==> src/rtl/bcd_pkg.sv <==
package bcd_pkg;
  localparam int unsigned NUM_LINES = 2;
  localparam int unsigned LINE_SCL  = 0;
  localparam int unsigned LINE_SDA  = 1;

  typedef struct packed {
    logic start;
    logic restart;
    logic stop;
    logic rise;
    logic bit_val;
    logic fall;
  } bus_ev_t;
endpackage

==> src/rtl/bcd_sync.sv <==
module bcd_sync #(
  parameter int unsigned WIDTH  = 2,
  parameter int unsigned STAGES = 2
) (
  input  logic             clk,
  input  logic             rst,
  input  logic [WIDTH-1:0] din,
  output logic [WIDTH-1:0] dout
);
  logic [WIDTH-1:0] stage_q [STAGES];

  generate
    for (genvar s = 0; s < STAGES; s++) begin : g_stage
      if (s == 0) begin : g_first
        always_ff @(posedge clk) begin
          if (rst) stage_q[s] <= '1;
          else     stage_q[s] <= din;
        end
      end else begin : g_next
        always_ff @(posedge clk) begin
          if (rst) stage_q[s] <= '1;
          else     stage_q[s] <= stage_q[s-1];
        end
      end
    end
  endgenerate

  assign dout = stage_q[STAGES-1];
endmodule

==> src/rtl/bcd_filter.sv <==
module bcd_filter #(
  parameter int unsigned FILT_CLKS = 5
) (
  input  logic clk,
  input  logic rst,
  input  logic level_in,
  output logic level_out
);
  localparam int unsigned CW = (FILT_CLKS > 1) ? $clog2(FILT_CLKS) : 1;
  localparam logic [CW-1:0] LAST = CW'(FILT_CLKS - 1);

  logic [CW-1:0] run_q;
  logic          level_q;

  always_ff @(posedge clk) begin
    if (rst) begin
      run_q   <= '0;
      level_q <= 1'b1;
    end else if (level_in == level_q) begin
      run_q <= '0;
    end else if (run_q == LAST) begin
      run_q   <= '0;
      level_q <= level_in;
    end else begin
      run_q <= run_q + 1'b1;
    end
  end

  assign level_out = level_q;

  // The filtered level only moves to the value the input held in the cycle before.
  assert_follow_input_R2: assert property (@(posedge clk) disable iff (rst)
    (level_q != $past(level_q)) |-> ($past(level_in) == level_q));

  // The run counter never passes the window.
  assert_window_bound_R2: assert property (@(posedge clk) disable iff (rst)
    run_q <= LAST);
endmodule

==> src/rtl/bcd_events.sv <==
module bcd_events
  import bcd_pkg::*;
(
  input  logic    clk,
  input  logic    rst,
  input  logic    scl_f,
  input  logic    sda_f,
  input  logic    busy,
  output bus_ev_t ev,
  output logic    active
);
  logic scl_p, sda_p;
  logic hold_hi, c_start, c_stop, c_rise, c_fall;
  bus_ev_t ev_q;
  logic active_q;

  always_ff @(posedge clk) begin
    if (rst) begin
      scl_p <= 1'b1;
      sda_p <= 1'b1;
    end else begin
      scl_p <= scl_f;
      sda_p <= sda_f;
    end
  end

  always_comb begin
    hold_hi = scl_f & scl_p;
    c_rise  = scl_f & ~scl_p;
    c_fall  = ~scl_f & scl_p;
    c_start = hold_hi & sda_p & ~sda_f;
    c_stop  = hold_hi & ~sda_p & sda_f;
  end

  always_ff @(posedge clk) begin
    if (rst) begin
      ev_q     <= '0;
      active_q <= 1'b0;
    end else begin
      ev_q <= '0;
      if (!busy) begin
        if (c_start) begin
          ev_q.start   <= 1'b1;
          ev_q.restart <= active_q;
          active_q     <= 1'b1;
        end else if (c_stop) begin
          ev_q.stop <= 1'b1;
          active_q  <= 1'b0;
        end else if (c_rise) begin
          ev_q.rise    <= 1'b1;
          ev_q.bit_val <= sda_f;
        end else if (c_fall) begin
          ev_q.fall <= 1'b1;
        end
      end
    end
  end

  assign ev     = ev_q;
  assign active = active_q;

  assert_one_event_R8: assert property (@(posedge clk) disable iff (rst)
    $onehot0({ev_q.start, ev_q.stop, ev_q.rise, ev_q.fall}));

  assert_busy_mask_R9: assert property (@(posedge clk) disable iff (rst)
    busy |=> !(ev_q.start || ev_q.stop || ev_q.rise || ev_q.fall));

  assert_busy_hold_R9: assert property (@(posedge clk) disable iff (rst)
    busy |=> $stable(active_q));

  assert_restart_qual_R10: assert property (@(posedge clk) disable iff (rst)
    ev_q.restart |-> ev_q.start);

  assert_stop_clears_R5: assert property (@(posedge clk) disable iff (rst)
    ev_q.stop |-> !active_q);

  assert_active_set_R4: assert property (@(posedge clk) disable iff (rst)
    $rose(active_q) |-> ev_q.start);

  assert_pulse_single_R3: assert property (@(posedge clk) disable iff (rst)
    ev_q.rise |=> !ev_q.rise);
endmodule

==> src/rtl/bus_cond_detect.sv <==
module bus_cond_detect
  import bcd_pkg::*;
#(
  parameter int unsigned FILT_CLKS   = 5,
  parameter int unsigned SYNC_STAGES = 2
) (
  input  logic clk,
  input  logic rst,
  input  logic scl_raw,
  input  logic sda_raw,
  input  logic prog_busy,
  output logic ev_start,
  output logic ev_restart,
  output logic ev_stop,
  output logic ev_rise,
  output logic ev_bit,
  output logic ev_fall,
  output logic xfer_active
);
  logic [NUM_LINES-1:0] raw_v, sync_v, filt_v;
  bus_ev_t ev;

  assign raw_v[LINE_SCL] = scl_raw;
  assign raw_v[LINE_SDA] = sda_raw;

  bcd_sync #(.WIDTH(NUM_LINES), .STAGES(SYNC_STAGES)) sync_i (
    .clk (clk),
    .rst (rst),
    .din (raw_v),
    .dout(sync_v)
  );

  generate
    for (genvar l = 0; l < NUM_LINES; l++) begin : g_line
      bcd_filter #(.FILT_CLKS(FILT_CLKS)) filt_i (
        .clk      (clk),
        .rst      (rst),
        .level_in (sync_v[l]),
        .level_out(filt_v[l])
      );
    end
  endgenerate

  bcd_events ev_i (
    .clk   (clk),
    .rst   (rst),
    .scl_f (filt_v[LINE_SCL]),
    .sda_f (filt_v[LINE_SDA]),
    .busy  (prog_busy),
    .ev    (ev),
    .active(xfer_active)
  );

  assign ev_start   = ev.start;
  assign ev_restart = ev.restart;
  assign ev_stop    = ev.stop;
  assign ev_rise    = ev.rise;
  assign ev_bit     = ev.bit_val;
  assign ev_fall    = ev.fall;

  assert_reset_quiet_R1: assert property (@(posedge clk)
    $past(rst) |-> !(ev_start || ev_stop || ev_rise || ev_fall || xfer_active));
endmodule

==> config.mk <==
export PLATFORM = sky130hd
export DESIGN_NAME = bus_cond_detect
export DESIGN_NICKNAME = d
export VERILOG_FILES = /design/src/rtl/bcd_pkg.sv /design/src/rtl/bcd_sync.sv /design/src/rtl/bcd_filter.sv /design/src/rtl/bcd_events.sv /design/src/rtl/bus_cond_detect.sv
export SDC_FILE = /design/constraint.sdc
export NUM_CORES = 1
export LEC_CHECK = 0
export BUFFER_PORTS_ARGS = -buffer_cell sky130_fd_sc_hd__buf_2
export CAP_MARGIN = 30
export CORE_UTILIZATION = 40
export CTS_CLUSTER_SIZE = 16
export DETAILED_ROUTE_END_ITERATION = 7
export REMOVE_ABC_BUFFERS = 1
export SYNTH_ARGS = -nofsm -noshare
export SYNTH_HDL_FRONTEND = slang
export SYNTH_SLANG_ARGS = --single-unit
==> constraint.sdc <==
create_clock -name clk -period 1.4 [get_ports clk]
set_input_delay 0.28 -clock clk [delete_from_list [all_inputs] [get_ports clk]]
set_output_delay 0.28 -clock clk [all_outputs]
set_load 0.005 [all_outputs]
==> Implementation_results.wiki, run 1 <==
{| class="wikitable"
! Metric !! Value
|-
| Htree depth || 1
|-
| Clock tree sinks || 21
|-
| Fmax || 0.853 GHz
|-
| Clock root buffer || clkbuf_4
|-
| Clock input transition at the sequential cells of the worst setup and hold paths || 0.11 ns
|-
| Category of the most critical setup path || register to register
|-
| Die area || 0.00208 mm2
|-
| CTS tree || built
|-
| Ys async rst share || 0
|-
| Data required time of the worst path || 1.59 ns
|-
| Count of final hold-check violations || 0
|-
| Max Cap Viol || 0
|-
| Sequential share of the synthesized area || 0.554
|-
| RSZ-0062 raised after global routing || false
|-
| Synth Flop Type || dfxtp_1
|-
| Minimum clock period after layout || 1.17 ns
|-
| Maximum number of pins on one net before global-route repair || 17
|-
| CP endpoint kind || register
|-
| Average routed wire per standard cell || 9.37 um
|-
| Antenna violations before repair || 0
|-
| Synth-to-layout area growth || 15.3%
|-
| Relative max-transition margin || 0.845
|-
| Leading cell type by number of instances after synthesis || dfxtp_1
|-
| Clock Skews || 0.00454 ns
|-
| Run status || finished clean
|-
| Clock latency on the worst-skew pair || 0.29 ns
|-
| Worst Setup Start Kind || register
|-
| Synth area leader || dfxtp_1
|-
| Die extent in y || 45.6 um
|-
| Max clock buf depth || 2
|-
| Detailed-placement wirelength estimate || 791 um
|-
| Chip width || 45.6 um
|-
| Placeable core area || 0.00175 mm2
|-
| Mapped cell area || 759 um2
|-
| Initial Util || 0.435
|-
| Proportion of layout cells with a drive suffix above 1 || 0.271
|-
| Vias per std cell || 4.58
|-
| Arrival time at the worst endpoint || 1.37 ns
|-
| Number of core rows || 15
|-
| Commonest cells in the synthesized netlist || 21 x dfxtp_1, 6 x or2_2, 5 x nor2_1
|-
| Worst hold slack || 0.161 ns
|-
| I/O pin count || 12
|-
| Final setup violation count || 0
|-
| Total Negative Setup Slacks || 0 ns
|-
| Largest cells by area after synthesis || dfxtp_1 55%, ha_1 6.6%, or2_2 4.9%
|-
| IO Port Bufs || 11
|-
| Number of pins with negative max-slew slack in the final report || 0
|-
| Number of buffers inserted during clock tree synthesis || 3
|-
| Nets || 95
|-
| Via count of the first global-routing pass || 400
|-
| Number of storage elements in the synthesis netlist || 21
|-
| Post-detailed-routing wire length || 1.03 mm
|-
| Ratio of total power to cell area || 1050 mW/mm2
|-
| Number of nets with antenna violations after routing || 0
|-
| Placed insts || 106
|-
| Weighted congestion at the end of routability-driven global placement || 0.757
|-
| DRC || 0
|-
| DR pass1 iterations || 2
|-
| Buffers inserted during post-CTS setup optimization || 0
|-
| Post-synth EDFFs || 0
|-
| Count of synthesis-stage warnings from yosys || 0
|-
| Count of unique library cells instantiated by Yosys || 24
|-
| Transition time at the pin with the least slew margin || 0.232 ns
|-
| Maximum fanout along the worst path || 3
|-
| Synthesized area divided by synthesized cell count || 10.8 um2
|-
| Initial drt markers || 4
|-
| Wire length of the first global-routing pass || 1.64 mm
|-
| Static leakage power || 0.375 nW
|-
| Final Instance Count excl. Fillers || 110
|-
| Post-synth top area share || 0.554
|-
| Gr ovfl total || 0
|-
| Peak supply drop || 0.561 mV
|-
| Classification of the worst-slack hold path || input port to register
|-
| Via count || 504
|-
| Cells after Synth || 70
|-
| Final clock period utilization by the worst path || 0.837
|-
| Post-CTS Resized || 0
|-
| Antenna diode count || 0
|-
| # hold bufs at CTS || 0
|-
| Total global-route track usage || 0.113
|}
layer usage:
metal	track usage	up-vias	part of all wire
li1	-	266	-
met5	0	-	0
met4	0.0545	0	0.0097
met1	0.155	223	0.52
met3	0.0357	2	0.046
met2	0.160	13	0.42
final cells by class:
| cell class | instances | area [um2] |
|---|---|---|
| fill | 170 | 870 |
| multi-input combinational | 44 | 320 |
| clock buffer | 4 | 26.3 |
| sequential | 21 | 420 |
| inverter | 4 | 15.0 |
| timing repair buffer | 12 | 62.6 |
| tap | 25 | 31.3 |
report_power, final:
group / leakage, nW / internal, mW / switching, mW / total, mW
Combinational: 0.189 / 0.0177 / 0.0174 / 0.0352
Sequential: 0.170 / 0.604 / 0.00321 / 0.607
Clock: 0.0150 / 0.111 / 0.162 / 0.273
Total: 0.375 / 0.733 / 0.183 / 0.915
state kept, by name, summed over array words and instances, names as in the netlist:
signal,count
ev_i.ev,6
g_line.filt_i.run_q,6
sync_i.stage_q,4
g_line.filt_i.level_out,2
ev_i.active,1
ev_i.scl_p,1
ev_i.sda_p,1
critical path: stages, from the launching register on:
cell     delay (ns)
dfxtp_1        0.38
inv_1          0.05
ha_1           0.21
and3_1         0.18
a211o_1        0.25
cells in the final DEF (no fill, tap or decap), drive strengths merged:
cell type / instances
and2: 1
nor3b: 3
ha: 4
nor2: 5
and3: 2
a211o: 2
o22ai: 1
nand2: 4
clkbuf: 4
a31oi: 1
or2: 6
nor2b: 1
o21ai: 1
buf: 12
nor4b: 1
mux2i: 2
nand2b: 2
and4b: 2
nor3: 2
inv: 4
nand3b: 1
xor2: 2
or3b: 1
dfxtp: 21
cell families (layout without fill, tap and decap cells):
group | after synthesis | count (layout) | share of synthesized area
compound gates | 5 | 5 | 0.0461
buf+inv | 5 | 20 | 0.0247
mux | 2 | 2 | 0.0264
xor+xnor | 2 | 2 | 0.0231
simple gates | 31 | 31 | 0.260
fa+ha+maj | 4 | 4 | 0.0659
flops | 21 | 21 | 0.554
stage by stage:
step / total power [mW] / util / area [um2] / setup slack (ns)
after floorplan: 0.639 / - / 756 / 0.294
after global placement: 0.656 / 0.487 / 850 / 0.255
after detailed placement: 0.657 / 0.487 / 850 / 0.233
after CTS: 0.929 / 0.502 / 876 / 0.218
after global routing: 0.966 / 0.502 / 876 / 0.136
final: 0.915 / 0.502 / 876 / 0.228
worst paths after layout:
| kind | start | to | slack (ns) | depth (start not counted) |
|---|---|---|---|---|
| min reg2reg | sync_i.stage_q[0][0]$_SDFF_PP1_ | sync_i.stage_q[1][0]$_SDFF_PP1_ | 0.42 | 1 |
| min | scl_raw | sync_i.stage_q[0][0]$_SDFF_PP1_ | 0.16 | 2 |
| max | g_line[0].filt_i.run_q[0]$_SDFF_PP0_ | g_line[0].filt_i.level_out$_SDFFE_PP1P_ | 0.23 | 4 |
| max reg2reg | g_line[0].filt_i.run_q[0]$_SDFF_PP0_ | g_line[0].filt_i.level_out$_SDFFE_PP1P_ | 0.23 | 4 |
Note: power is estimated with default switching activity, not from simulation.
==> run 2, diff against run 1 <==
- ABC_AREA: unset -> 1
- clock period: 1.4 -> 1 ns (I/O delays scaled with it)
==> run 2 against run 1 <==
Cell count grew 15%; synthesized cell count rose by 23%; first-iteration DRC count shrank 75%; highest routed layer unchanged; clock power grew 43%; largest cell class unchanged; sequential share of layout area is 1.1 points lower; hold slack worse by 0.089 ns.
==> Implementation_results.wiki, run 2 <==
{| class="wikitable"
! Metric !! Value
|-
| Clock Skews || 0.00719 ns
|-
| I/O pin count || 12
|-
| Placed insts || 122
|-
| Clock latency on the worst-skew pair || 0.30 ns
|-
| Mapped cell area || 762 um2
|-
| Clock input transition at the sequential cells of the worst setup and hold paths || 0.11 ns
|-
| Antenna violations before repair || 0
|-
| Run status || finished clean
|-
| Proportion of layout cells with a drive suffix above 1 || 0.402
|-
| Final setup violation count || 0
|-
| Maximum fanout along the worst path || 2
|-
| Weighted congestion at the end of routability-driven global placement || 0.694
|-
| Static leakage power || 0.447 nW
|-
| Crit. Startpoint || ev_i.active$_SDFFE_PP0P_
|-
| CP bufs+invs || 1
|-
| Leading cell type by number of instances after synthesis || dfxtp_1
|-
| Count of synthesis-stage warnings from yosys || 0
|-
| Share of total power consumed by net switching || 0.206
|-
| Cell depth of the worst hold path || 2
|-
| Post-synthesis share of cell area spent on and, or, nand and nor gates || 0.248
|-
| Power share of the sequential group || 0.661
|-
| Ys async rst share || 0
|-
| Reg-to-reg slack, setup || 0.07 ns
|-
| Fmax || 1.05 GHz
|-
| Die extent in y || 45.6 um
|-
| Hold-critical path endpoint || sync_i.stage_q[0][1]$_SDFF_PP1_
|-
| Synth area leader || dfxtp_1
|-
| Placeable core area || 0.00176 mm2
|-
| Post-detailed-routing wire length || 1.18 mm
|-
| Adder and majority gate portion of the synthesized area || 0.0657
|-
| Final WS setup || 0.0467 ns
|-
| Synthesized area divided by synthesized cell count || 8.86 um2
|-
| Reg2Reg Depth || 4
|-
| Cells after Synth || 86
|-
| Source of the worst hold timing path || sda_raw
|-
| Gr ovfl total || 0
|-
| Vias per std cell || 4.14
|-
| Reported net switching power || 0.264 mW
|-
| Worst hold slack || 0.0725 ns
|-
| Initial drt markers || 1
|-
| Dominant combinational cell family by area after synthesis || simple AND/OR/NAND/NOR gates
|-
| Placement-stage worst setup slack || 0.00859 ns
|-
| Max Cap Viol || 0
|-
| Total Negative Setup Slacks || 0 ns
|-
| Synth-to-layout area growth || 20.2%
|-
| # hold bufs at CTS || 0
|-
| Number of nets with antenna violations after routing || 0
|-
| Clock tree sinks || 21
|-
| Chip width || 45.6 um
|-
| Worst Setup Start Kind || register
|-
| Htree depth || 1
|-
| Design Power || 1.28 mW
|-
| Count of unique library cells instantiated by Yosys || 15
|-
| Clock root buffer || clkbuf_4
|-
| CTS tree || built
|-
| Fillers || 182
|-
| Via count of the first global-routing pass || 445
|-
| Final clock period utilization by the worst path || 0.953
|-
| Final Instance Count excl. Fillers || 127
|-
| Synthesized-area fraction occupied by ao, oa, aoi and oai cells || 0
|-
| Number of pins with negative max-slew slack in the final report || 0
|-
| Number of core rows || 15
|-
| Detailed-placement wirelength estimate || 871 um
|-
| DR pass1 iterations || 4
|-
| Largest cells by area after synthesis || dfxtp_1 55%, ha_1 6.6%, inv_1 6.4%
|-
| Logic pwr share || 0.035
|-
| Startpoint of the worst-slack reg-to-reg timing path || g_line[1].filt_i.run_q[0]$_SDFF_PP0_
|-
| Number of storage elements in the synthesis netlist || 21
|-
| Via count || 526
|-
| Post-synth top area share || 0.552
|-
| Number of buffers inserted during clock tree synthesis || 3
|-
| CP delay by family, top || flip-flops
|-
| Parity-gate share of the synthesized area counting xor and xnor cells || 0.0460
|-
| Classification of the worst-slack hold path || input port to register
|-
| Total global-route track usage || 0.130
|-
| Reg-to-reg endpoint || g_line[1].filt_i.run_q[2]$_SDFF_PP0_
|-
| Minimum clock period after layout || 0.953 ns
|-
| Category of the most critical setup path || register to output pin
|-
| Cell chain of the critical path || buf_2
|-
| Synth Flop Type || dfxtp_1
|-
| Initial Util || 0.432
|-
| Nets || 112
|-
| Wire length of the first global-routing pass || 1.86 mm
|-
| Count of final hold-check violations || 0
|-
| Int Pwr || 1.02 mW
|-
| DRC || 0
|-
| Stage delay of the slowest cell on the critical path || 0.34 ns
|-
| CP endpoint kind || output pin
|-
| Power share of the clock group || 0.304
|-
| Library cell contributing the largest single delay on the critical path || dfxtp_2
|-
| Maximum number of pins on one net before global-route repair || 12
|-
| Most common cell after layout, fill and taps aside || dfxtp_1
|-
| Peak supply drop || 0.943 mV
|-
| Die area || 0.00208 mm2
|-
| Relative max-transition margin || 0.885
|-
| Most used cells in the layout excluding fill and tap cells || 16 x dfxtp_1, 13 x inv_1, 11 x buf_2
|-
| Arrival time at the worst endpoint || 0.75 ns
|-
| Sequential share of the synthesized area || 0.552
|-
| Max clock buf depth || 2
|-
| RSZ-0062 raised after global routing || false
|-
| Commonest cells in the synthesized netlist || 21 x dfxtp_1, 13 x inv_1, 12 x nand2_1, 11 x nor2_1, 6 x nand3_1
|-
| Ratio of total power to cell area || 1400 mW/mm2
|-
| Average routed wire per standard cell || 9.31 um
|-
| Transition time at the pin with the least slew margin || 0.172 ns
|-
| Antenna diode count || 0
|-
| Post-synthesis mux area share || 0
|-
| IO Port Bufs || 11
|-
| Post-synth EDFFs || 0
|-
| Data required time of the worst path || 0.80 ns
|}
-- run 2: cell types whose count changed in the layout (fill, tap and decap cells not counted), moves of 3 or more --
| cell | change |
|---|---|
| nand3_1 | +4 |
| nand2_1 | +6 |
| nor2_2 | +3 |
| dfxtp_1 | -5 |
| inv_2 | +5 |
| dfxtp_2 | +4 |
| nor3b_1 | -3 |
| nand2_2 | +3 |
| inv_1 | +9 |
| nor2_1 | +4 |
-- run 2: worst max path at each step --
stage | end | slack, ns | depth (start not counted)
5_1_grt | xfer_active | 0.003 | 1
6_report | xfer_active | 0.05 | 1
2_1_floorplan | g_line[0].filt_i.run_q[0]$_SDFF_PP0_ | 0.12 | 5
3_3_place_gp | g_line[0].filt_i.run_q[0]$_SDFF_PP0_ | 0.03 | 5
3_5_place_dp | g_line[0].filt_i.run_q[2]$_SDFF_PP0_ | 0.009 | 5
4_1_cts | g_line[0].filt_i.run_q[0]$_SDFF_PP0_ | 0.005 | 5
-- run 2: routing by layer --
metal / GRT usage / part of all wire
met5: 0 / 0
met4: 0.0545 / 0.0068
met3: 0.0595 / 0.038
met2: 0.200 / 0.48
met1: 0.156 / 0.47
-- run 2: layout make-up --
type	instances	area (um2)	share of cell area
sequential	21	429	0.469
multi-input combinational	47	299	0.327
inverter	18	67.6	0.0738
timing repair buffer	12	62.6	0.0683
tap	25	31.3	0.0342
clock buffer	4	26.3	0.0287
-- run 2: repair_timing --
item / 4_1_cts / 5_1_grt
endpoints found under the setup margin: 6 / 8
cloned: 0 / 0
gates resized for setup: 2 / 12
buffers inserted: 0 / 1
hold endpoints to repair: 0 / 0
pin swaps: 0 / 3
-- run 2: power by group through the flow --
stage | registers (mW) | clock network [mW] | logic (mW)
after floorplan | 0.869 | 0 | 0.0244
after detailed placement | 0.870 | 0 | 0.0396
after CTS | 0.851 | 0.424 | 0.0397
final | 0.848 | 0.390 | 0.0446
after global routing | 0.850 | 0.457 | 0.0495
after global placement | 0.870 | 0 | 0.0387
-- run 2: cell families (layout without fill, tap and decap cells) --
kind of cell / count (synthesis) / in the layout
DFF: 21 / 21
and+or+nand+nor: 39 / 39
xor gates and xnor gates: 4 / 4
buffers and inverters: 18 / 34
adders and majority gates: 4 / 4
-- run 2: metrics by stage --
stage,utilization,cell area (um2)
2_1_floorplan,-,762
3_3_place_gp,0.481,848
3_5_place_dp,0.481,848
4_1_cts,0.497,877
5_1_grt,0.519,916
6_report,0.519,916
